### src/rtl/tdm_tx_pkg.sv
package tdm_tx_pkg;

  typedef struct packed {
    logic [2:0] frame_code;
    logic       swap;
    logic       lsb_first;
    logic [1:0] delay_code;
    logic       wide;
  } tdm_cfg_t;

  localparam int POS_W = 9;

  function automatic logic [POS_W-1:0] frame_len(input logic [2:0] code);
    case (code)
      3'd0:    frame_len = 9'd64;
      3'd1:    frame_len = 9'd32;
      3'd2:    frame_len = 9'd48;
      3'd3:    frame_len = 9'd128;
      3'd4:    frame_len = 9'd256;
      default: frame_len = 9'd64;
    endcase
  endfunction

  function automatic logic code_reserved(input logic [2:0] code);
    code_reserved = (code > 3'd4);
  endfunction

  function automatic logic [4:0] first_bit_delay(input logic [1:0] code);
    case (code)
      2'd0:    first_bit_delay = 5'd1;
      2'd1:    first_bit_delay = 5'd0;
      2'd2:    first_bit_delay = 5'd8;
      default: first_bit_delay = 5'd16;
    endcase
  endfunction

endpackage

### src/rtl/tdm_bclk_gen.sv
module tdm_bclk_gen #(
  parameter int DIV_HALF = 2
) (
  input  logic clk,
  input  logic rst_n,
  output logic bclk,
  output logic fall_tick
);
  localparam int CW = (DIV_HALF > 1) ? $clog2(DIV_HALF) : 1;
  localparam logic [CW-1:0] LAST = CW'(DIV_HALF - 1);

  logic [CW-1:0] cnt;
  logic          tick;

  assign tick      = (cnt == LAST);
  assign fall_tick = tick && bclk;

  always_ff @(posedge clk) begin
    if (!rst_n) begin
      cnt  <= '0;
      bclk <= 1'b0;
    end else if (tick) begin
      cnt  <= '0;
      bclk <= ~bclk;
    end else begin
      cnt <= cnt + 1'b1;
    end
  end
endmodule

### src/rtl/tdm_frame_ctl.sv
module tdm_frame_ctl
  import tdm_tx_pkg::*;
#(
  parameter int SAMPLE_W = 24,
  parameter int NARROW_W = 16
) (
  input  logic             clk,
  input  logic             rst_n,
  input  logic             fall_tick,
  input  tdm_cfg_t         cfg_in,
  output logic             run,
  output logic [POS_W-1:0] pos,
  output tdm_cfg_t         cfg_act,
  output logic             err,
  output logic             frame_start
);
  localparam int EW = POS_W + 1;

  logic [POS_W-1:0] len_act;
  logic [EW-1:0]    need_in;
  logic [EW-1:0]    half_in;
  logic             bad_in;

  assign len_act     = frame_len(cfg_act.frame_code);
  assign frame_start = fall_tick && (!run || (pos == len_act - 1'b1));

  assign need_in = EW'(first_bit_delay(cfg_in.delay_code)) +
                   (cfg_in.wide ? EW'(SAMPLE_W) : EW'(NARROW_W));
  assign half_in = EW'(frame_len(cfg_in.frame_code) >> 1);
  assign bad_in  = code_reserved(cfg_in.frame_code) || (need_in > half_in);

  always_ff @(posedge clk) begin
    if (!rst_n) begin
      run     <= 1'b0;
      pos     <= '0;
      cfg_act <= '0;
      err     <= 1'b0;
    end else if (frame_start) begin
      run     <= 1'b1;
      pos     <= '0;
      cfg_act <= cfg_in;
      err     <= bad_in;
    end else if (fall_tick) begin
      pos <= pos + 1'b1;
    end
  end
endmodule

### src/rtl/tdm_pair_buf.sv
module tdm_pair_buf #(
  parameter int SAMPLE_W = 24
) (
  input  logic                clk,
  input  logic                rst_n,
  input  logic                frame_start,
  input  logic                in_valid,
  output logic                in_ready,
  input  logic [SAMPLE_W-1:0] in_left,
  input  logic [SAMPLE_W-1:0] in_right,
  output logic [SAMPLE_W-1:0] act_left,
  output logic [SAMPLE_W-1:0] act_right,
  output logic                underrun
);
  logic                pend;
  logic [SAMPLE_W-1:0] hold_l;
  logic [SAMPLE_W-1:0] hold_r;
  logic                take;

  assign in_ready = !pend;
  assign take     = in_valid && in_ready;

  always_ff @(posedge clk) begin
    if (!rst_n) begin
      pend      <= 1'b0;
      hold_l    <= '0;
      hold_r    <= '0;
      act_left  <= '0;
      act_right <= '0;
      underrun  <= 1'b0;
    end else begin
      underrun <= frame_start && !pend;
      if (take) begin
        pend   <= 1'b1;
        hold_l <= in_left;
        hold_r <= in_right;
      end else if (frame_start && pend) begin
        pend      <= 1'b0;
        act_left  <= hold_l;
        act_right <= hold_r;
      end
    end
  end
endmodule

### src/rtl/tdm_bit_pick.sv
module tdm_bit_pick
  import tdm_tx_pkg::*;
#(
  parameter int SAMPLE_W = 24,
  parameter int NARROW_W = 16
) (
  input  logic                run,
  input  logic [POS_W-1:0]    pos,
  input  tdm_cfg_t            cfg_act,
  input  logic                err,
  input  logic [SAMPLE_W-1:0] act_left,
  input  logic [SAMPLE_W-1:0] act_right,
  output logic                sdata,
  output logic                lrclk
);
  localparam int IW = (SAMPLE_W > 1) ? $clog2(SAMPLE_W) : 1;

  logic [POS_W-1:0]    half;
  logic                second;
  logic [POS_W-1:0]    slot_pos;
  logic [POS_W-1:0]    dly;
  logic [POS_W-1:0]    width;
  logic [POS_W-1:0]    k;
  logic [POS_W-1:0]    idx;
  logic                in_win;
  logic [SAMPLE_W-1:0] word;

  always_comb begin
    half     = frame_len(cfg_act.frame_code) >> 1;
    second   = (pos >= half);
    slot_pos = second ? (pos - half) : pos;
    dly      = POS_W'(first_bit_delay(cfg_act.delay_code));
    width    = cfg_act.wide ? POS_W'(SAMPLE_W) : POS_W'(NARROW_W);
    k        = slot_pos - dly;
    in_win   = (slot_pos >= dly) && (k < width);
    idx      = cfg_act.lsb_first ? k : (width - 1'b1 - k);
    word     = (second ^ cfg_act.swap) ? act_right : act_left;
    lrclk    = run && second;
    sdata    = run && !err && in_win && word[idx[IW-1:0]];
  end
endmodule

### src/rtl/tdm_serial_tx.sv
module tdm_serial_tx
  import tdm_tx_pkg::*;
#(
  parameter int DIV_HALF = 2,
  parameter int SAMPLE_W = 24,
  parameter int NARROW_W = 16
) (
  input  logic                clk,
  input  logic                rst_n,
  input  logic [2:0]          cfg_frame_code,
  input  logic                cfg_swap,
  input  logic                cfg_lsb_first,
  input  logic [1:0]          cfg_delay_code,
  input  logic                cfg_wide,
  input  logic                in_valid,
  output logic                in_ready,
  input  logic [SAMPLE_W-1:0] in_left,
  input  logic [SAMPLE_W-1:0] in_right,
  output logic                bclk,
  output logic                lrclk,
  output logic                sdata,
  output logic                config_error,
  output logic                underrun
);
  tdm_cfg_t         cfg_in;
  tdm_cfg_t         cfg_act;
  logic             fall_tick;
  logic             run;
  logic [POS_W-1:0] pos;
  logic             frame_start;
  logic [SAMPLE_W-1:0] act_left;
  logic [SAMPLE_W-1:0] act_right;

  assign cfg_in = '{frame_code: cfg_frame_code, swap: cfg_swap,
                    lsb_first: cfg_lsb_first, delay_code: cfg_delay_code,
                    wide: cfg_wide};

  tdm_bclk_gen #(.DIV_HALF(DIV_HALF)) u_clk (
    .clk(clk), .rst_n(rst_n), .bclk(bclk), .fall_tick(fall_tick)
  );

  tdm_frame_ctl #(.SAMPLE_W(SAMPLE_W), .NARROW_W(NARROW_W)) u_frame (
    .clk(clk), .rst_n(rst_n), .fall_tick(fall_tick), .cfg_in(cfg_in),
    .run(run), .pos(pos), .cfg_act(cfg_act), .err(config_error),
    .frame_start(frame_start)
  );

  tdm_pair_buf #(.SAMPLE_W(SAMPLE_W)) u_buf (
    .clk(clk), .rst_n(rst_n), .frame_start(frame_start),
    .in_valid(in_valid), .in_ready(in_ready),
    .in_left(in_left), .in_right(in_right),
    .act_left(act_left), .act_right(act_right), .underrun(underrun)
  );

  tdm_bit_pick #(.SAMPLE_W(SAMPLE_W), .NARROW_W(NARROW_W)) u_pick (
    .run(run), .pos(pos), .cfg_act(cfg_act), .err(config_error),
    .act_left(act_left), .act_right(act_right),
    .sdata(sdata), .lrclk(lrclk)
  );
endmodule

### config.mk
export PLATFORM = sky130hd
export DESIGN_NAME = tdm_serial_tx
export DESIGN_NICKNAME = d
export VERILOG_FILES = /design/src/rtl/tdm_tx_pkg.sv /design/src/rtl/tdm_bclk_gen.sv /design/src/rtl/tdm_frame_ctl.sv /design/src/rtl/tdm_pair_buf.sv /design/src/rtl/tdm_bit_pick.sv /design/src/rtl/tdm_serial_tx.sv
export SDC_FILE = /design/constraint.sdc
export NUM_CORES = 1
export LEC_CHECK = 0
export ABC_AREA = 0
export BUFFER_PORTS_ARGS = -buffer_cell sky130_fd_sc_hd__buf_2
export CAP_MARGIN = 5
export CORE_MARGIN = 1
export CORE_UTILIZATION = 45
export DETAILED_ROUTE_END_ITERATION = 7
export GPL_TIMING_DRIVEN = 0
export PLACE_DENSITY = 0.64
export SLEW_MARGIN = 30
export SYNTH_ARGS = -nofsm -noshare
export SYNTH_HDL_FRONTEND = slang
export SYNTH_HIERARCHICAL = 1
export SYNTH_SLANG_ARGS = --single-unit
export TNS_END_PERCENT = 30
### constraint.sdc
create_clock -name clk -period 7.9 [get_ports clk]
set_input_delay 1.58 -clock clk [delete_from_list [all_inputs] [get_ports clk]]
set_output_delay 1.58 -clock clk [all_outputs]
set_load 0.02 [all_outputs]
Yosys cells after proc, flatten, opt, wreduce, memory -nomap -nowiden
Index checks and enable logic that the tools add are counted.
- logic and storage cells: 81
- register bits after elaboration: 119
- $lt $le $gt $ge: 6
- bitwise logic cells: 4
- $add $sub $neg: 8
- reductions and logical operators: 21
- eq/ne operators: 13
- mux-type cells: 13
- operator list (kind ; number):
    one-hot mux 9 bit (4 select lines) ; 2
    one-hot mux 5 bit (3 select lines) ; 2
    2-to-1 mux 24 bit ; 1
    == test 3 x 2 -> 1 bit (second input constant) ; 4
    adder 5 x 10 -> 10 bit ; 1
    greater-than comparator 10 x 8 -> 1 bit ; 1
    logical AND 1 bit ; 10
    adder 9 x 1 -> 9 bit (second input constant) ; 1
    == test 9 bit ; 1
    >= comparator 9 x 5 -> 1 bit ; 1
    >= comparator 9 x 8 -> 1 bit ; 1
    less-than comparator 9 x 5 -> 1 bit ; 1
    2-to-1 mux 9 bit ; 1
    subtractor 9 x 1 -> 9 bit (second input constant) ; 1
    subtractor 9 x 5 -> 9 bit ; 1
    subtractor 9 x 8 -> 9 bit ; 1
    2-to-1 mux 4 bit ; 2
    == test 3 x 1 -> 1 bit (second input constant) ; 2
    == test 3 bit (second input constant) ; 2
    less-than comparator 5 x 6 -> 1 bit (second input constant) ; 1
    binary-select mux 1 bit (select 5 bit) ; 1
    2-to-1 mux 5 bit ; 1
    subtractor 5 x 1 -> 5 bit (second input constant) ; 1
    subtractor 5 bit ; 1
    13 further kinds ; 24

Logic depth before layout (Yosys ltp)
Gate-level depths: netlist of the first run.
- depth in word-level cells: 10
- depth in mapped cells: 23
- mapped depth without buffers: 19

Hierarchy
The synthesis of the first run kept the hierarchy.
- by module, submodules not included (module ; cells an instance ; area an instance (um2) ; instances ; seq. area each (um2)):
    tdm_pair_buf ; 372 ; 3681.0 ; 1 ; 1961.9
    tdm_bit_pick ; 228 ; 1542.7 ; 1 ; 0.0
    tdm_frame_ctl ; 128 ; 1137.3 ; 1 ; 380.4
    tdm_bclk_gen ; 6 ; 71.3 ; 1 ; 40.0

Worst setup path after synthesis of the first run
Ideal clock, no wire load.
- kind: register to output
- from: register u_frame/cfg_act[6] (netlist name)
- to: output sdata
- setup slack: 1.151 ns
- data arrival time: 5.169 ns
- stages on the path, launching flop included: 24
- data required time: 6.320 ns
- cells stage by stage: dfxtp_1 nor3b_1 ha_1 inv_1 fa_1 a21o_1 and3_1 clkbuf_1 or2_2 buf_2 buf_2 buf_2 nor2_1 a21oi_1 ha_1 xnor2_1 inv_1 ha_1 mux2i_1 nand2_1 or4_1 or4_1 a311oi_1 o41a_1
- longest elaborated chain between the ends: 10
- RTL lines (what ; RTL line ; RTL):
    == test 3 bit, or another cell as far along ; tdm_tx_pkg.sv:14 ; case (code)
    one-hot mux 9 bit (4 select lines) (*) ; tdm_tx_pkg.sv:14 ;
    subtractor 9 x 8 -> 9 bit / >= comparator 9 x 8 -> 1 bit (equally long branches) ; tdm_bit_pick.sv:31, tdm_bit_pick.sv:30 ;
    2-to-1 mux 9 bit ; tdm_bit_pick.sv:31 ; slot_pos = second ? (pos - half) : pos;
    subtractor 9 x 5 -> 9 bit ; tdm_bit_pick.sv:34 ; k = slot_pos - dly;
    subtractor 5 bit ; tdm_bit_pick.sv:36 ; idx = cfg_act.lsb_first ? k : (width - 1'b1 - k);
    2-to-1 mux 5 bit ; tdm_bit_pick.sv:36 ;
    binary-select mux 1 bit (select 5 bit) ; tdm_bit_pick.sv:39 ; sdata = run && !err && in_win && word[idx[IW-1:0]];
    2-to-1 mux 1 bit (implied by the code) ; tdm_bit_pick.sv:39 ;
    logical AND 1 bit (*) ; tdm_bit_pick.sv:39 ;
    to (decl) ; tdm_serial_tx.sv:21 ; output logic sdata,
Mark *: on every way between the ends. The rest lies on a longest branch, timed or not. The select of a mux whose other input is x is not followed.

Worst setup path after layout of the first run
- from: register u_frame/cfg_act[6] (netlist name)
- to: output sdata
- longest elaborated chain between the ends: 10
- RTL lines (what ; RTL line):
    == test 3 bit, or another cell as far along ; tdm_tx_pkg.sv:14
    one-hot mux 9 bit (4 select lines) (*) ; tdm_tx_pkg.sv:14
    subtractor 9 x 8 -> 9 bit / >= comparator 9 x 8 -> 1 bit (equally long branches) ; tdm_bit_pick.sv:31, tdm_bit_pick.sv:30
    2-to-1 mux 9 bit ; tdm_bit_pick.sv:31
    subtractor 9 x 5 -> 9 bit ; tdm_bit_pick.sv:34
    subtractor 5 bit ; tdm_bit_pick.sv:36
    2-to-1 mux 5 bit ; tdm_bit_pick.sv:36
    binary-select mux 1 bit (select 5 bit) ; tdm_bit_pick.sv:39
    2-to-1 mux 1 bit (implied by the code) ; tdm_bit_pick.sv:39
    logical AND 1 bit (*) ; tdm_bit_pick.sv:39
Marks and branches as above.

==> results of run 1 <==
## metal layers
metal	wire length [um]	vias to the layer above	share of wire (%)	GRT usage (%)
li1	-	2713	-	-
met1	8078	2610	47	33.92
met2	7780	140	46	38.64
met3	947	22	5.5	5.009
met4	279	0	1.6	8.796
met5	0	-	0	0
## flip-flops by register name (all words and copies together), names as in the netlist
name,cells
u_buf/act_left,24
u_buf/act_right,24
u_buf/hold_l,24
u_buf/hold_r,24
u_frame/pos,9
u_frame/cfg_act,8
u_buf/pend,1
u_buf/underrun,1
u_clk/bclk,1
u_clk/cnt,1
u_frame/err,1
u_frame/run,1
## power by group
| group | leakage, uW | switching [uW] | internal, uW |
|---|---|---|---|
| sequential | 0.000969 | 10.7 | 621 |
| combinational | 0.00188 | 158 | 118 |
| clock | 0.000301 | 272 | 535 |
## final cells by class
class                      instances  area, um2
clock inverter                    11      172.7
clock buffer                      20      446.7
multi-input combinational        546       3707
sequential                       119       2389
tap                              180      225.2
inverter                          19      71.32
buffer                            49      304.0
timing repair buffer              67      342.8
fill                            1307       6276
## worst paths after layout
kind / endpoint / slack, ns / depth (start not counted)
setup / recovery: sdata / 0.22 / 23
hold / removal: u_buf/act_right[2] / 0.46 / 2
setup reg to reg: u_buf/act_left[15] / 4.66 / 14
hold reg to reg: u_buf/act_right[2] / 0.46 / 2
## placed cells by master, fill, tap and decap left out, types with 3 or more instances in the layout
cell and instances:
xnor2_1 15, or4_1 5, buf_2 81, o211ai_1 3, dfxtp_1 116, nand3_1 4
and2_1 7, o22ai_1 7, nand2b_1 5, clkbuf_1 20, nor3_1 10, nor4_1 7
nor3b_1 5, nand4_1 4, and3_2 10, o21a_1 7, o21ai_0 17, ha_1 18
buf_4 8, bufinv_16 4, o2111ai_1 3, a211oi_1 6, o31ai_1 3, nand3b_1 3
a31oi_1 5, or2_2 3, a21oi_1 3, xor2_1 11, mux2_2 6, buf_6 7
clkbuf_16 17, nor2b_1 7, nor2_1 17, nand2_1 198, inv_1 19, mux2i_1 112
## repair_timing
action                     in CTS  in global routing
pin swaps                       1                  3
gates cloned                    0                  0
resized for setup               9                  2
buffers inserted                0                  3
setup endpoints to repair       1                  1
## metrics by stage
step / util (%) / setup slack (ns)
global route: 54.96 / -0.01771
global placement: 50.08 / 0.1185
detailed placement: 50.08 / 0.02130
finish: 54.96 / 0.2172
CTS: 54.75 / 0.09366
floorplan: - / 1.151
## critical path, cell delays in order (launching register included)
cell      delay [ns]
dfxtp_4         0.42
nor3b_2         0.19
ha_1            0.18
inv_1           0.06
fa_1            0.42
a21o_1          0.21
and3_2          0.29
or2_2           0.30
buf_2           0.16
buf_2           0.19
buf_2           0.21
nor2_1          0.14
a21oi_2         0.06
ha_1            0.36
xnor2_2         0.19
inv_1           0.06
ha_1            0.31
mux2i_4         0.23
nand2_1         0.14
or4_1           0.39
or4_1           0.42
a311oi_2        0.34
o41a_1          0.23
buf_2           0.17
## cell families after synthesis
family | synth area share (%)
simple gates | 21.63
mux | 18.81
flops | 37.04
compound gates | 9.142
buf+inv | 5.894
xor+xnor | 3.676
fa+ha+maj | 3.813
==> impl_metrics.ini, run 1 <==
[yosys]
ys_types = 66
synth_area_leaders = dfxtp_1, mux2i_1, nand2_1
synth_commonest_cells = nand2_1, dfxtp_1, mux2i_1, clkbuf_1, inv_1
yosys.area.top_type = dfxtp_1
yosys.area.top_type_share_pct = 37.04
synthesis.nets = 812
netlist_instances = 734
syn_avg_cell_area_um2 = 8.764
synth_edf_count = 0
synthMostInstantiatedCell = nand2_1
yosysSeqAreaShare_pct = 37.04
ys_seq_elements = 119
synth-main-ff-cell = dfxtp_1
syn_area_um2 = 6432
ys_warn_count = 6
synth_async_sr_flop_share_pct = 0

[finish]
drive_gt1_share_pct = 19.61
layout.nets = 897
fin_area_um2 = 7659
antenna-diode-count = 0
finalNonFillerCells = 1011
synthToLayoutAreaGrowth_pct = 19.06

[sta]
period_needed_ns = 7.683
holdWs_ns = 0.4650
tightestPinTransition_ns = 0.6782
period_share_pct = 97.25
setup_viol = 0
slew-limit-headroom_pct = 53.50
fin_skew_ns = 0.007967
finalMaxSlewViolations = 0
timing.final.hold_violations = 0
max_freq_mhz = 130.2
fin_setup_tns_ns = 0

[floorplan]
dieArea_um2 = 14780
core.rowCount = 43
io_pins = 65
start_util_pct = 46.16
dieHeight_um = 121.6
dieWidth_um = 121.6
core_um2 = 13930

[run]
drv_cap = 0

[detailed_routing]
first_pass_iters = 5
avgRoutedWirePerCell_um = 16.90
antenna_left = 0
vias_per_cell = 5.425
route.detailed.drc = 0
vias = 5485
drtIter0Drc = 388
wl_um = 17090

[setup_path]
crit_path_start = u_frame/cfg_act[6]
required_ns = 6.32
worstPathMaxFanout = 10
critPathKind = reg2out
timing.rr.start = u_frame/cfg_act[5]
critPathLaunchType = flop
worst_setup_path_end_kind = primary output
critPathArrivalTime_ns = 6.10

[worst_hold_path]
min_from = u_buf/act_right[2]
hold_class = reg2reg

[clock_network]
hold_buffers = 0
htreeDepth = 4
cts_sinks = 119
clockBufferDepth = 2
cts_buffers = 17
cts_root_buffer = clkbuf_16
clkTransAtPathRegs_ns = 0.05
cts_tree = built
clk_latency_ns = 0.42

[pwr]
ir_drop_uv = 148.9
p_per_area_nw_per_um2 = 224.0
power_leakage_uw = 0.003148
total_power_uw = 1716

[global_route]
overflow = 0
grtUsageTotal_pct = 24.79
grt_pass1_wl_um = 27810
grt_max_degree = 17
antenna_found_initial = 0
grt_pass1_vias = 5359

[status]
status = complete, no violations

[place]
hpwl_um = 12780
dpl_cell_area_um2 = 6978
placed_cells = 978
gp_congestion = 0.9532
portBuffers = 64
Power figures use the tool's default switching activity.
==> run 2: changes to the inputs <==
--- a/config.mk
+++ b/config.mk
@@ -6,7 +6,7 @@
 export NUM_CORES = 1
 export LEC_CHECK = 0
 export ABC_AREA = 0
-export BUFFER_PORTS_ARGS = -buffer_cell sky130_fd_sc_hd__buf_2
+export BUFFER_PORTS_ARGS = -buffer_cell sky130_fd_sc_hd__buf_4
 export CAP_MARGIN = 5
 export CORE_MARGIN = 1
 export CORE_UTILIZATION = 45
==> impl_metrics.ini, run 2 (synthesized netlist as in run 1, its figures left out) <==
[setup_path]
ff2ff_setup_slack_ns = 4.66
timing.rr.start = u_frame/cfg_act[5]
critPathArrivalTime_ns = 6.05
critPathKind = reg2out
critPathLaunchType = flop
reg2regPathDepth = 14
worstPathMaxFanout = 10
crit_path_start = u_frame/cfg_act[5]
required_ns = 6.32
worst_setup_path_end_kind = primary output

[floorplan]
start_util_pct = 46.16
dieArea_um2 = 14780
dieHeight_um = 121.6
io_pins = 65
core_um2 = 13930
core.rowCount = 43
dieWidth_um = 121.6

[global_route]
grt_pass1_wl_um = 27060
grtUsageTotal_pct = 24.09
antenna_found_initial = 0
grt_max_degree = 17
grt_pass1_vias = 5309
overflow = 0

[place]
placed_cells = 978
gp_congestion = 0.8962
dpl_cell_area_um2 = 7138
hpwl_um = 12700
portBuffers = 64

[pwr]
ir_drop_uv = 248.3
p_per_area_nw_per_um2 = 217.3
total_power_uw = 1694
power_leakage_uw = 0.003188

[worst_hold_path]
hold_class = reg2reg
hold_depth = 2
min_from = u_buf/act_right[5]

[detailed_routing]
route.detailed.drc = 0
vias = 5472
vias_per_cell = 5.402
antenna_left = 0
avgRoutedWirePerCell_um = 16.73
drtIter0Drc = 357
first_pass_iters = 5
wl_um = 16950

[sta]
finalMaxSlewViolations = 0
slew-limit-headroom_pct = 55.79
tightestPinTransition_ns = 0.6447
period_needed_ns = 7.634
fin_skew_ns = 0.01136
timing.final.hold_violations = 0
period_share_pct = 96.63
rsz0062_at_grt = no
fin_setup_tns_ns = 0
max_freq_mhz = 131.0
setup_viol = 0

[finish]
final_common_cell = nand2_1
finalNonFillerCells = 1013
layout.nets = 898
synthToLayoutAreaGrowth_pct = 21.14
fin_area_um2 = 7792
drive_gt1_share_pct = 19.81
final_cell_mix = nand2_1, dfxtp_1, mux2i_1, buf_4, inv_1
antenna-diode-count = 0

[clock_network]
htreeDepth = 4
cts_tree = built
cts_root_buffer = clkbuf_16
hold_buffers = 0
clockBufferDepth = 2
clk_latency_ns = 0.42
clkTransAtPathRegs_ns = 0.06
cts_sinks = 119
cts_buffers = 17

[status]
status = complete, no violations

[run]
drv_cap = 0
run 2: changes by cell type in the layout (fill, tap and decap cells not counted), sizes merged:
cell      change
inv           +4
clkbuf        -3
bufinv        -2
buf           +1
clkinv        +1
clkinvlp      +1
run 2: what timing repair did:
action | 4_1_cts | 5_1_grt
gates resized for setup | 8 | 1
pin swaps | 0 | 3
setup endpoints to repair | 1 | 1
buffers inserted | 0 | 4
run 2: cell type report:
| class | instances | area (um2) |
|---|---|---|
| Sequential cell | 119 | 2389 |
| Buffer | 49 | 304.0 |
| Multi-Input combinational cell | 546 | 3699 |
| Inverter | 19 | 71.32 |
| Clock inverter | 15 | 168.9 |
| Clock buffer | 17 | 425.4 |
| Tap cell | 180 | 225.2 |
| Fill cell | 1274 | 6142 |
| Timing Repair Buffer | 68 | 510.5 |
run 2: path summary, 6_finish.rpt:
| kind | end |
|---|---|
| worst max register to register | u_buf/act_left[12] |
| worst min-delay path | u_buf/act_right[5] |
| worst min register to register | u_buf/act_right[5] |
| worst max-delay path | sdata |
run 2: critical path, cell delays in order (launching register included):
cell      delay [ns]
dfxtp_2         0.40
nor3b_1         0.24
ha_1            0.20
inv_1           0.05
fa_1            0.41
a21o_1          0.20
and3_2          0.28
or2_2           0.30
buf_2           0.16
buf_2           0.20
buf_2           0.21
nor2_1          0.10
a21oi_1         0.06
ha_1            0.36
xnor2_2         0.17
inv_1           0.06
ha_1            0.31
mux2i_4         0.22
nand2_1         0.14
or4_1           0.40
or4_1           0.43
a311oi_2        0.35
o41a_1          0.23
buf_4           0.15
run 2: stage by stage:
stage	hold WS, ns	setup WS (ns)	util (%)
after floorplan	0.4306	1.151	-
after global placement	0.4436	0.1261	51.23
after CTS	0.4590	0.03232	55.72
after global routing	0.4824	0.05072	55.92
final	0.4591	0.2662	55.92
after detailed placement	0.4489	0.1166	51.23
run 2: power breakdown:
group / internal [uW] / switching [uW] / leakage [uW] / total, uW
Sequential: 621 / 10.7 / 0.000969 / 631
Combinational: 127 / 157 / 0.00193 / 283
Clock: 472 / 307 / 0.000288 / 779
run 2: routing by layer:
layer,vias to the layer above,GRT usage (%),wire length [um]
li1,2727,-,-
met1,2587,33.02,8321
met2,142,38.00,7713
met3,16,5.337,719
met4,0,6.636,191
met5,-,0,0
